`config.mk`:
```
export PLATFORM = sky130hd
export DESIGN_NAME = vcop_dispatch
export DESIGN_NICKNAME = d
export VERILOG_FILES = /design/src/rtl/vcop_dispatch.sv
export SDC_FILE = /design/constraint.sdc
export NUM_CORES = 1
export LEC_CHECK = 0
export ABC_AREA = 1
export BUFFER_PORTS_ARGS = -buffer_cell sky130_fd_sc_hd__clkbuf_2
export CAP_MARGIN = 25
export CORE_ASPECT_RATIO = 0.6
export CORE_MARGIN = 3
export CORE_UTILIZATION = 44
export CTS_CLUSTER_SIZE = 10
export DETAILED_ROUTE_END_ITERATION = 12
export GPL_TIMING_DRIVEN = 0
export PLACE_DENSITY = 0.8
export SLEW_MARGIN = 15
export SYNTH_ARGS = -nofsm -noshare
export SYNTH_HDL_FRONTEND = slang
export SYNTH_SLANG_ARGS = --single-unit
```
`constraint.sdc`:
```
create_clock -name clk -period 1.75 [get_ports clk]
set_input_delay 0.35 -clock clk [delete_from_list [all_inputs] [get_ports clk]]
set_output_delay 0.35 -clock clk [all_outputs]
set_load 0.005 [all_outputs]
```
`src/rtl/vcop_dispatch.sv`:
```
module vcop_dispatch #(
  parameter int AW = 32,
  parameter logic [AW-1:0] CTRL_BASE = AW'(32'h1000_3800),
  parameter logic [AW-1:0] WIN_BASE  = AW'(32'h1100_4000)
) (
  input  logic          clk,
  input  logic          rst_n,
  input  logic          in_valid,
  output logic          in_ready,
  input  logic [25:0]   in_word,
  input  logic [AW-1:0] in_pc,
  input  logic [31:0]   in_rt_lo,
  input  logic          cu2_en,
  input  logic          vu_busy_macro,
  input  logic          vu_busy_micro,
  input  logic [31:0]   vu_hazard,
  input  logic          vu_ilock_rel,
  output logic          br_valid,
  output logic          br_taken,
  output logic [AW-1:0] br_target,
  output logic          br_nullify,
  output logic          bus_rd,
  output logic          bus_wr,
  output logic [AW-1:0] bus_addr,
  output logic [31:0]   bus_wdata,
  input  logic [31:0]   bus_rdata,
  output logic          gpr_we,
  output logic [4:0]    gpr_idx,
  output logic [63:0]   gpr_wdata,
  output logic          exc_valid,
  output logic [1:0]    exc_cause
);
  localparam logic [1:0] CAUSE_UNUSABLE = 2'd1;
  localparam logic [1:0] CAUSE_RESERVED = 2'd2;

  logic [4:0] fmt, cnd, rid;
  logic       ilk, mid_zero;
  assign fmt      = in_word[25:21];
  assign cnd      = in_word[20:16];
  assign rid      = in_word[15:11];
  assign ilk      = in_word[0];
  assign mid_zero = (in_word[10:1] == 10'd0);

  logic is_br, is_rd, is_wr, is_quad, is_move, busy;
  assign is_br   = (fmt == 5'h08) && (cnd[4:2] == 3'd0);
  assign is_rd   = (fmt == 5'h01) || (fmt == 5'h02 && mid_zero);
  assign is_wr   = (fmt == 5'h05) || (fmt == 5'h06 && mid_zero);
  assign is_quad = (fmt == 5'h01) || (fmt == 5'h05);
  assign is_move = is_rd || is_wr;
  assign busy    = vu_busy_macro || vu_busy_micro;

  logic hold;
  always_comb begin
    hold = 1'b0;
    if (cu2_en && is_move) begin
      if (vu_busy_macro)
        hold = vu_hazard[rid];
      else if (vu_busy_micro && ilk)
        hold = is_rd ? 1'b1 : !vu_ilock_rel;
    end
  end

  logic fire, taken;
  logic [AW-1:0] tgt, addr;
  assign in_ready = !hold;
  assign fire     = in_valid && in_ready;
  assign taken    = cnd[0] ? busy : !busy;
  assign tgt      = in_pc + AW'(4) + AW'({{(AW-16){in_word[15]}}, in_word[15:0]} << 2);
  assign addr     = (is_quad ? WIN_BASE : CTRL_BASE) + AW'({rid, 4'b0000});

  always_ff @(posedge clk or negedge rst_n) begin
    if (!rst_n) begin
      br_valid   <= 1'b0;
      br_taken   <= 1'b0;
      br_nullify <= 1'b0;
      br_target  <= '0;
      bus_rd     <= 1'b0;
      bus_wr     <= 1'b0;
      bus_addr   <= '0;
      bus_wdata  <= '0;
      gpr_idx    <= '0;
      exc_valid  <= 1'b0;
      exc_cause  <= '0;
    end else begin
      br_valid  <= fire && cu2_en && is_br;
      bus_rd    <= fire && cu2_en && is_rd;
      bus_wr    <= fire && cu2_en && is_wr;
      exc_valid <= fire && !(cu2_en && (is_br || is_move));
      if (fire) begin
        br_taken   <= taken;
        br_nullify <= cnd[1] && !taken;
        br_target  <= tgt;
        bus_addr   <= addr;
        bus_wdata  <= in_rt_lo;
        gpr_idx    <= cnd;
        exc_cause  <= cu2_en ? CAUSE_RESERVED : CAUSE_UNUSABLE;
      end
    end
  end

  assign gpr_we    = bus_rd;
  assign gpr_wdata = {{32{bus_rdata[31]}}, bus_rdata};

  p_unusable_quiet_r1: assert property (@(posedge clk) disable iff (!rst_n)
    (in_valid && !cu2_en) |=> (exc_valid && exc_cause == CAUSE_UNUSABLE && !br_valid && !bus_rd && !bus_wr));
  p_unusable_no_hold_r1: assert property (@(posedge clk) disable iff (!rst_n)
    (in_valid && !cu2_en) |-> in_ready);
  p_nullify_untaken_r4: assert property (@(posedge clk) disable iff (!rst_n)
    (br_valid && br_nullify) |-> !br_taken);
  p_read_writeback_r6: assert property (@(posedge clk) disable iff (!rst_n)
    bus_rd |-> (gpr_we && gpr_wdata[63:32] == {32{gpr_wdata[31]}}));
  p_macro_hazard_r8: assert property (@(posedge clk) disable iff (!rst_n)
    (in_valid && cu2_en && vu_busy_macro && vu_hazard[in_word[15:11]] &&
     (in_word[25:21] == 5'h01 || in_word[25:21] == 5'h05)) |-> !in_ready);
  p_micro_read_r9: assert property (@(posedge clk) disable iff (!rst_n)
    (in_valid && cu2_en && !vu_busy_macro && vu_busy_micro && in_word[0] &&
     in_word[25:21] == 5'h01) |-> !in_ready);
  p_micro_free_r9: assert property (@(posedge clk) disable iff (!rst_n)
    (in_valid && !vu_busy_macro && !in_word[0]) |-> in_ready);
  p_one_action_r11: assert property (@(posedge clk) disable iff (!rst_n)
    $onehot0({br_valid, bus_rd, bus_wr, exc_valid}));
  p_accept_result_r11: assert property (@(posedge clk) disable iff (!rst_n)
    (in_valid && in_ready) |=> (br_valid || bus_rd || bus_wr || exc_valid));
  p_idle_quiet_r11: assert property (@(posedge clk) disable iff (!rst_n)
    !(in_valid && in_ready) |=> !(br_valid || bus_rd || bus_wr || exc_valid));
endmodule

```
======== After elaboration in Yosys (flattened, before gate mapping) ========
Cells that the tools add are included.
Widths: inputs -> output; s select.
cells by class
  $add $sub $neg .......................... 3
  magnitude comparators ................... 1
  eq/ne operators ......................... 5
  muxes and demuxes ....................... 9
  reduce and logical (&&, ||, !) cells .... 26
operators by type and width
  kind                   count
  $add 32x3->32 const B  1
  $add 32x32->32         1
  $add 29x9->30          1
  $mux 25                1
  $logic_and 1x1->1      13
  $eq 5x3->1 const B     2
  $logic_not 10->1       1
  $logic_or 1x1->1       6
  $lt 5x6->1 const B     1
  $mux 1                 6
  $bmux 1 s5             1
  $eq 5x1->1 const B     1
  $eq 5x2->1 const B     1
  $eq 5x4->1 const B     1
  $logic_not 1->1        5
  $logic_not 3->1        1
  $mux 2                 1
word-level totals
  bits in registers ....................... 109
  output and inout bits ................... 175
  logic and storage cells ................. 55

======== Longest topological paths before layout ========
Gate-level depths: netlist of run 1.
  word-level depth ........................ 11
  mapped depth ............................ 17
  depth with buffers taken out ............ 17

======== Worst setup path after synthesis of run 1 ========
OpenSTA, ideal clock, no wires.
  path type ............................... input to register
  from .................................... in in_word[1]
  to ...................................... reg br_target[31]
  setup time .............................. 117 ps
  data arrival time ....................... 2129 ps
  path slack .............................. -496 ps
  stages .................................. 15
  buffers on the path ..................... 0
  path through ............................ ha_1 -> ha_1 -> fa_1 -> nand3_1 -> nand3_1 -> nand2_1 -> nand2_1 -> nand2_1 -> nand2_1 -> nand2_1 -> nand2_1 -> nand2_1 -> nand2_1 -> nand3_1 -> nand2_1
on the way
  cells in the longest elaborated chain, start to end .. 9
  elaborated cells on any way between the ends .. 14
  classes of those cells .................. 1 x add/sub; 4 x mux; 9 x reduce/logical
ends and longest elaborated chain
  element                                                 line  RTL
  start: declaration                                      10    input logic [25:0] in_word,
  branches (longest 9 deep; another with $add 32x32->32)  -
  end signal: assignment                                  92    br_target <= tgt;
  end: declaration                                        20    output logic [AW-1:0] br_target,
Several ways; the timed one is not identified.
A chain may end at the register's enable or synchronous reset.

======== Final worst setup path of run 1 ========
  from .................................... in in_word[3]
  to ...................................... out in_ready
on the way
  cells in the longest elaborated chain, start to end .. 8
  elaborated cells on any way between the ends .. 12
  classes of those cells .................. 4 x mux; 8 x reduce/logical
ends and longest elaborated chain
  element             line  RTL
  $logic_not 10->1 *  42    assign mid_zero = (in_word[10:1] == 10'd0);
  $logic_and 1x1->1   46    assign is_rd = (fmt == 5'h01) || (fmt == 5'h02 && mid_zero);
  $logic_or 1x1->1    46
  $mux 1              59    hold = is_rd ? 1'b1 : !vu_ilock_rel;
  $mux 1              58    else if (vu_busy_micro && ilk)
  $mux 1              56    if (vu_busy_macro)
  $mux 1 *            55    if (cu2_en && is_move) begin
  $logic_not 1->1 *   65    assign in_ready = !hold;
  end: declaration    9     output logic in_ready,
Every way passes the cells marked *; elsewhere a longest branch is shown, timed or not.

==> results of run 1 <==
==> sequential cells by signal (all words and copies together) (netlist names) <==
| register | count |
|---|---|
| br_valid | 1 |
| exc_valid | 1 |
| br_target | 32 |
| exc_cause | 2 |
| br_taken | 1 |
| br_nullify | 1 |
| bus_addr | 8 |
| bus_wr | 1 |
| gpr_idx | 5 |
| bus_rd | 1 |
| bus_wdata | 32 |
==> path summary, 6_finish.rpt <==
| kind | start | to | slack, ns | cells past startpoint |
|---|---|---|---|---|
| min reg2reg | bus_wdata[12]$_DFFE_PN0P_ | bus_wdata[12]$_DFFE_PN0P_ | 0.48 | 2 |
| max reg2reg | bus_addr[13]$_DFFE_PN0P_ | bus_addr[13]$_DFFE_PN0P_ | 1.08 | 2 |
| max in group asynchronous | rst_n | br_target[9]$_DFFE_PN0P_ | 1.20 | 1 |
| min in group clk | in_rt_lo[12] | bus_wdata[12]$_DFFE_PN0P_ | 0.23 | 3 |
| min | rst_n | bus_addr[6]$_DFFE_PN0P_ | 0.05 | 1 |
| max | in_word[3] | in_ready | -0.22 | 9 |
==> placed cells by master, fill, tap and decap left out, drive strengths merged <==
cell type	count
nor4	1
a21o	2
nor3	3
xnor2	1
bufinv	1
inv	120
nand4	8
or2	2
nand3b	3
ha	57
xor2	17
dfrtp	85
conb	21
nor2	59
buf	137
nand3	142
a21oi	20
fa	1
o21bai	4
clkinvlp	1
clkinv	2
clkbuf	301
nand2	388
o21ai	2
==> per-stage QoR <==
stage          util [%]  instances
2_1_floorplan         -       1053
3_3_place_gp       60.6       1562
3_5_place_dp       60.7       1562
4_1_cts            64.3       1589
5_1_grt            68.3       1606
6_report           68.3       1606
==> routing by layer <==
metal	routed length, um	vias to the layer above	GRT usage, %
li1	-	3825	-
met1	11700	3472	36.6
met2	10800	295	36.8
met3	1890	20	5.11
met4	172	0	3.47
met5	0	-	0
==> synthesized netlist by cell type (all sizes together) <==
cell	n
o21ai	2
nand3	142
ha	57
clkbuf	12
xnor2	1
inv	118
or2	2
o21bai	4
nor4	1
buf	107
a21oi	20
nand4	8
nor3	3
conb	1
nor2	59
dfrtp	85
xor2	17
fa	1
nand3b	3
nand2	388
a21o	2
==> power groups by stage <==
stage               Clock, uW  Combinational (uW)  Sequential (uW)
detailed placement          0                2820             2540
global route             2180                3450             2540
global placement            0                2770             2530
finish                   2060                3160             2510
floorplan                   0                1750             2550
CTS                      2080                2920             2510
==> area by class of cell <==
| cell class | count | area, um^2 | share of cell area [%] |
|---|---|---|---|
| clock inverters | 6 | 75.1 | 0.666 |
| repair buffers | 310 | 1830 | 16.3 |
| clock buffers | 10 | 239 | 2.12 |
| flip-flops and latches | 85 | 2130 | 18.9 |
| plain buffers | 118 | 1010 | 8.95 |
| multi-input cells | 731 | 5240 | 46.5 |
| inverters | 118 | 458 | 4.06 |
| well taps | 228 | 285 | 2.53 |
==> what timing repair did <==
| item | 4_1_cts | 5_1_grt |
|---|---|---|
| gates resized for setup | 50 | 102 |
| pin swaps | 12 | 29 |
| hold buffers | 0 | 0 |
| gates cloned | 1 | 6 |
| setup endpoints to repair | 84 | 86 |
| setup buffers | 10 | 12 |
==> cell families after synthesis <==
| group | count (synthesis) | synth area share, % |
|---|---|---|
| DFF | 85 | 28.2 |
| buffers and inverters | 237 | 18.2 |
| and+or+nand+nor | 606 | 39.4 |
| AOI/OAI and AO/OA | 28 | 2.26 |
| xor gates and xnor gates | 18 | 2.09 |
| other | 1 | 0.0497 |
| adders and majority gates | 58 | 9.73 |
==> run summary, run 1 <==
SETUP PATH
---------------------------------------------------------------------------------
Crit-path max FO                                                                2
Endpoint type of the worst setup path                                primary output
Cell family with most CP delay                                       simple AND/OR/NAND/NOR gates
Largest stage delay on the critical path                                  0.25 ns
Required time of the critical path                                        1.40 ns
Most Frequent Cell on Critical Path                                  sky130_fd_sc_hd__buf_6
Count of buffer and inverter cells on the critical path                         3
Kind of critical path                                                      in2out
Data arrival time at the worst-slack endpoint                             1.62 ns
Startpoint kind of the worst setup timing path                          input pin
Slowest stage cell, crit path                                        sky130_fd_sc_hd__o21ai_2
Cell-by-cell listing of the critical path                            clkbuf_2 -> nor2_2 -> nand4_1 -> o21ai_2 -> nand2_2 -> a21oi_4 -> nand2_4 -> buf_6 -> buf_6

CLOCKING
---------------------------------------------------------------------------------
Worst skew pair latency                                                   0.34 ns
Maximum level of the CTS H-tree                                                 3
Maximum clock path buffer count                                                 2
Root buffer cell                                                     sky130_fd_sc_hd__clkbuf_16
Total clock buffers created by CTS                                              9
Clock net sink count                                                           85
TritonCTS clock tree                                                        built
Register clock-pin slew on the reported worst setup and hold paths        0.07 ns

PWR
---------------------------------------------------------------------------------
Static Leakage                                                         0.00645 uW
Sw Share                                                                    36.6%
Areal power density over the cells                                    685 nW/um^2
Internal                                                                  4890 uW
P_sw                                                                      2830 uW
Logic pwr share                                                             40.9%
Power share of the sequential group                                         32.5%
Peak supply drop                                                         0.507 mV
Share of power burned in the clock network                                  26.6%
Total power                                                               7720 uW

FLOORPLANNING
---------------------------------------------------------------------------------
IO Pins                                                                       336
Width of the die                                                           175 um
Height of the die                                                          107 um
Std-Cell Core Area                                                     16500 um^2
Die area                                                               18800 um^2
Standard-cell rows                                                             36
Starting utilization of the core area                                       45.7%

TIMING
---------------------------------------------------------------------------------
Final-layout setup total negative slack                                 -13.18 ns
Final min period                                                          1.97 ns
Final setup slack of the worst path                                     -0.220 ns
Final critical-path share of the clock period                                113%
Fmax                                                                      508 MHz
Number of max-slew violations in the final report                               0
Setup repair after global routing missed its margin                           yes
Worst setup skew after layout                                                0 ns
Final setup violating endpoints                                                78
Hold Slack                                                              0.0456 ns
Worst slew margin                                                           47.2%
Worst-margin pin slew                                                    0.792 ns
Final hold violation count                                                      0

FINISH
---------------------------------------------------------------------------------
Post-route standard cell area excluding fillers                        11300 um^2
Number of inserted filler cells in the final layout                          1381
Ant. Diodes                                                                     0
Fin nets                                                                     1592
Synth-to-layout area growth                                                 49.5%
Ratio of cells with drive above 1 in the final layout                       48.8%

ROUTING
---------------------------------------------------------------------------------
Total wire length after detailed routing                                 24500 um
Detailed router's first-iteration violation count                             584
DR vias                                                                      7612
Vias/cell                                                                    4.74
Antenna-violating nets left                                                     0
Drt first pass iters                                                            5
Post-DR wirelength/cell                                                   15.3 um
Remaining DRCs                                                                  0

GLOBAL ROUTING
---------------------------------------------------------------------------------
Via count of the first global-routing pass                                   6936
Total congestion overflow after global routing                                  0
Total global-route track usage                                              24.4%
Number of antenna violations at the first check in global routing               0
Maximum number of pins on one net before global-route repair                   86
Wire length of the first global-routing pass                             36200 um

PLACED DESIGN
---------------------------------------------------------------------------------
Final Wtd Congestion                                                        0.971
Number of buffers inserted by port buffering                                  281
Post-placement setup slack                                              -0.945 ns
Placed wire-length estimate                                              19400 um
Area after DPL                                                         10000 um^2

FLOW RUN
---------------------------------------------------------------------------------
Number of maximum-capacitance constraint violations                             0

LOGIC SYNTHESIS
---------------------------------------------------------------------------------
Post-synthesis register bit count                                              85
Share of synthesized area occupied by flip-flops and latches                28.2%
Synth area leader                                                    sky130_fd_sc_hd__dfrtp_1
Yosys warnings                                                                  0
Post-Synthesis Cells                                                         1033
Yosys top cell area share                                                   28.2%
Synthesized area per cell                                               7.30 um^2
Cell area after synthesis                                               7540 um^2
Top area cells in the synthesized netlist                            sky130_fd_sc_hd__dfrtp_1 28%, sky130_fd_sc_hd__nand2_1 16%, sky130_fd_sc_hd__ha_1 9.5%, sky130_fd_sc_hd__nand3_1 9.4%, sky130_fd_sc_hd__nand2_4 9.3%
Distinct cell type count of the synthesized netlist                            33

WORST HOLD PATH
---------------------------------------------------------------------------------
Path type of the worst min-delay path                                    in2async

STATUS
---------------------------------------------------------------------------------
Violations in the final reports                                      negative setup slack
Run status                                                           finished with violations

Note: power is estimated with default switching activity, not from simulation.
==> run 2, diff against run 1 <==
--- a/config.mk
+++ b/config.mk
@@ -11,6 +11,7 @@
 export CORE_ASPECT_RATIO = 0.6
 export CORE_MARGIN = 3
 export CORE_UTILIZATION = 44
+export CTS_BUF_LIST = sky130_fd_sc_hd__clkbuf_16
 export CTS_CLUSTER_SIZE = 10
 export DETAILED_ROUTE_END_ITERATION = 12
 export GPL_TIMING_DRIVEN = 0
==> run 2 against run 1 <==
The flow still finishes with violations (negative setup slack). Critical path depth stayed put. Die area is the same. First-iteration DRC count is 3.9% lower. Cell count is essentially flat. Via count up 0.38%. Power fell by 0.35%. Cell area increased by 0.18%. Utilization rose by 0.12 points. Clock-buffer cell count shrank 1. Largest cell class unchanged.
==> run summary, run 2 (same netlist as run 1, synthesis figures left out) <==
GLOBAL ROUTING
---------------------------------------------------------------------------------
Number of antenna violations at the first check in global routing               0
Total global-route track usage                                              24.3%
Wire length of the first global-routing pass                             36200 um
Total congestion overflow after global routing                                  0
Via count of the first global-routing pass                                   6946
Maximum number of pins on one net before global-route repair                   86

FINISH
---------------------------------------------------------------------------------
Fin nets                                                                     1593
Largest registers ranked by flip-flop count                          br_target: 32 flops, bus_wdata: 32 flops, bus_addr: 8 flops
Ant. Diodes                                                                     0
Non-filler instance count after layout                                       1607
Most frequent cells in the layout                                    282 x sky130_fd_sc_hd__nand2_1, 271 x sky130_fd_sc_hd__clkbuf_2, 121 x sky130_fd_sc_hd__nand3_1
Most common cell after layout, fill and taps aside                   sky130_fd_sc_hd__nand2_1
Synth-to-layout area growth                                                 49.7%
Ratio of cells with drive above 1 in the final layout                       48.7%
Post-route standard cell area excluding fillers                        11300 um^2

ROUTING
---------------------------------------------------------------------------------
DR vias                                                                      7641
Total wire length after detailed routing                                 24500 um
Post-DR wirelength/cell                                                   15.2 um
Antenna-violating nets left                                                     0
Drt first pass iters                                                            6
Vias/cell                                                                    4.75
Remaining DRCs                                                                  0
Detailed router's first-iteration violation count                             561

FLOORPLANNING
---------------------------------------------------------------------------------
Std-Cell Core Area                                                     16500 um^2
IO Pins                                                                       336
Starting utilization of the core area                                       45.7%
Height of the die                                                          107 um
Die area                                                               18800 um^2
Width of the die                                                           175 um
Standard-cell rows                                                             36

PWR
---------------------------------------------------------------------------------
Power share of the sequential group                                         32.6%
Areal power density over the cells                                    682 nW/um^2
Internal                                                                  4860 uW
Sw Share                                                                    36.9%
Logic pwr share                                                             41.3%
Total power                                                               7690 uW
Static Leakage                                                         0.00645 uW
P_sw                                                                      2840 uW
Share of power burned in the clock network                                  26.0%
Peak supply drop                                                         0.509 mV

SETUP PATH
---------------------------------------------------------------------------------
Source of the critical timing path                                     in_word[3]
Required time of the critical path                                        1.40 ns
Number of cells on the worst reg-to-reg path                                    2
Reg2reg setup slack                                                       1.08 ns
Crit-path max FO                                                                2
Largest stage delay on the critical path                                  0.26 ns
Startpoint kind of the worst setup timing path                          input pin
Slowest stage cell, crit path                                        sky130_fd_sc_hd__o21ai_2
Endpoint type of the worst setup path                                primary output
Most Frequent Cell on Critical Path                                  sky130_fd_sc_hd__buf_6
Data arrival time at the worst-slack endpoint                             1.64 ns
Startpoint of the most critical register-to-register path            bus_addr[13]$_DFFE_PN0P_
Critical register-to-register path endpoint                          bus_addr[13]$_DFFE_PN0P_
Kind of critical path                                                      in2out
Cell-by-cell listing of the critical path                            clkbuf_2 -> nor2_2 -> nand4_1 -> o21ai_2 -> nand2_2 -> a21oi_4 -> nand2_4 -> buf_6 -> buf_6

TIMING
---------------------------------------------------------------------------------
Final setup violating endpoints                                                81
Fmax                                                                      504 MHz
Worst-margin pin slew                                                    0.814 ns
Number of max-slew violations in the final report                               0
Final hold violation count                                                      0
Final critical-path share of the clock period                                113%
Final min period                                                          1.99 ns
Worst setup skew after layout                                                0 ns
Setup repair after global routing missed its margin                           yes
Final setup slack of the worst path                                     -0.236 ns
Worst slew margin                                                           45.8%

CLOCKING
---------------------------------------------------------------------------------
Register clock-pin slew on the reported worst setup and hold paths        0.07 ns
Root buffer cell                                                     sky130_fd_sc_hd__clkbuf_16
Maximum level of the CTS H-tree                                                 3
Maximum clock path buffer count                                                 2
Total clock buffers created by CTS                                              9
Worst skew pair latency                                                   0.34 ns
TritonCTS clock tree                                                        built
Hold buffer count at CTS                                                        0
Clock net sink count                                                           85

PLACED DESIGN
---------------------------------------------------------------------------------
Post-placement setup slack                                              -0.945 ns
Final Wtd Congestion                                                        0.971
Placed wire-length estimate                                              19400 um
Number of buffers inserted by port buffering                                  281
Area after DPL                                                         10000 um^2
DP Cell Count                                                                1562

STATUS
---------------------------------------------------------------------------------
Run status                                                           finished with violations
Violations in the final reports                                      negative setup slack

FLOW RUN
---------------------------------------------------------------------------------
Number of maximum-capacitance constraint violations                             0

WORST HOLD PATH
---------------------------------------------------------------------------------
Path type of the worst min-delay path                                    in2async

run 2: cell types whose count changed in the layout (fill, tap and decap cells not counted), moves of 2 or more:
cell	delta
sky130_fd_sc_hd__nor2_1	-3
sky130_fd_sc_hd__nor2_4	+3
sky130_fd_sc_hd__clkbuf_2	-2
sky130_fd_sc_hd__nand2_2	-8
sky130_fd_sc_hd__a21oi_1	-2
sky130_fd_sc_hd__nand3_1	+3
sky130_fd_sc_hd__nand3_2	-4
sky130_fd_sc_hd__ha_4	+2
sky130_fd_sc_hd__a21oi_2	+2
sky130_fd_sc_hd__nand2_1	+6
sky130_fd_sc_hd__buf_6	+2
sky130_fd_sc_hd__nand2_4	+2
sky130_fd_sc_hd__buf_4	+4
sky130_fd_sc_hd__ha_1	-2
run 2: critical path: cells and delay by family:
family                 cells  cell delay (ns)
AOI/OAI and AO/OA          2             0.40
buffers and inverters      3             0.34
and+or+nand+nor            4             0.55
run 2: final cells by class:
| cell class | instances | area, um^2 |
|---|---|---|
| Inverter | 118 | 453 |
| Buffer | 118 | 995 |
| Tap cell | 228 | 285 |
| Fill cell | 1389 | 5200 |
| Clock buffer | 9 | 225 |
| Timing Repair Buffer | 311 | 1840 |
| Clock inverter | 7 | 78.8 |
| Multi-Input combinational cell | 731 | 5290 |
| Sequential cell | 85 | 2130 |
run 2: worst max path at each step:
stage | endpoint | slack (ns) | depth (start not counted)
floorplan | br_target[31]$_DFFE_PN0P_ | -0.25 | 15
global placement | br_target[31]$_DFFE_PN0P_ | -0.90 | 13
detailed placement | br_target[31]$_DFFE_PN0P_ | -0.95 | 13
CTS | in_ready | -0.22 | 14
global route | br_target[8]$_DFFE_PN0P_ | -0.28 | 18
finish | in_ready | -0.24 | 9
run 2: layer usage:
metal  vias to the layer above  routed length (um)  part of all wire, %  track usage (%)
li1                       3823                   -                    -                -
met3                         6                1750                  7.2             4.86
met2                       289               10900                   45             36.9
met1                      3523               11700                   48             36.5
met4                         0                  95                 0.39             3.47
met5                         -                   0                    0                0
run 2: power by group through the flow:
stage / combinational [uW] / clock (uW) / sequential [uW]
floorplan: 1750 / 0 / 2550
global placement: 2770 / 0 / 2530
detailed placement: 2820 / 0 / 2540
CTS: 2920 / 2040 / 2510
global route: 3480 / 2130 / 2540
finish: 3180 / 2000 / 2510
run 2: stage by stage:
step,utilization [%],TNS [ns],hold WS (ns)
floorplan,-,-1.52,0.0544
global placement,60.6,-102.88,0.449
detailed placement,60.7,-49.44,0.452
CTS,64.2,-11.83,0.0897
global route,68.5,-19.47,0.107
finish,68.5,-14.06,0.0504
run 2: timing repair:
action	in CTS	in global routing
gates resized for setup	50	109
pin swaps	12	37
gates cloned	1	5
setup endpoints to repair	84	86
buffers inserted	10	14
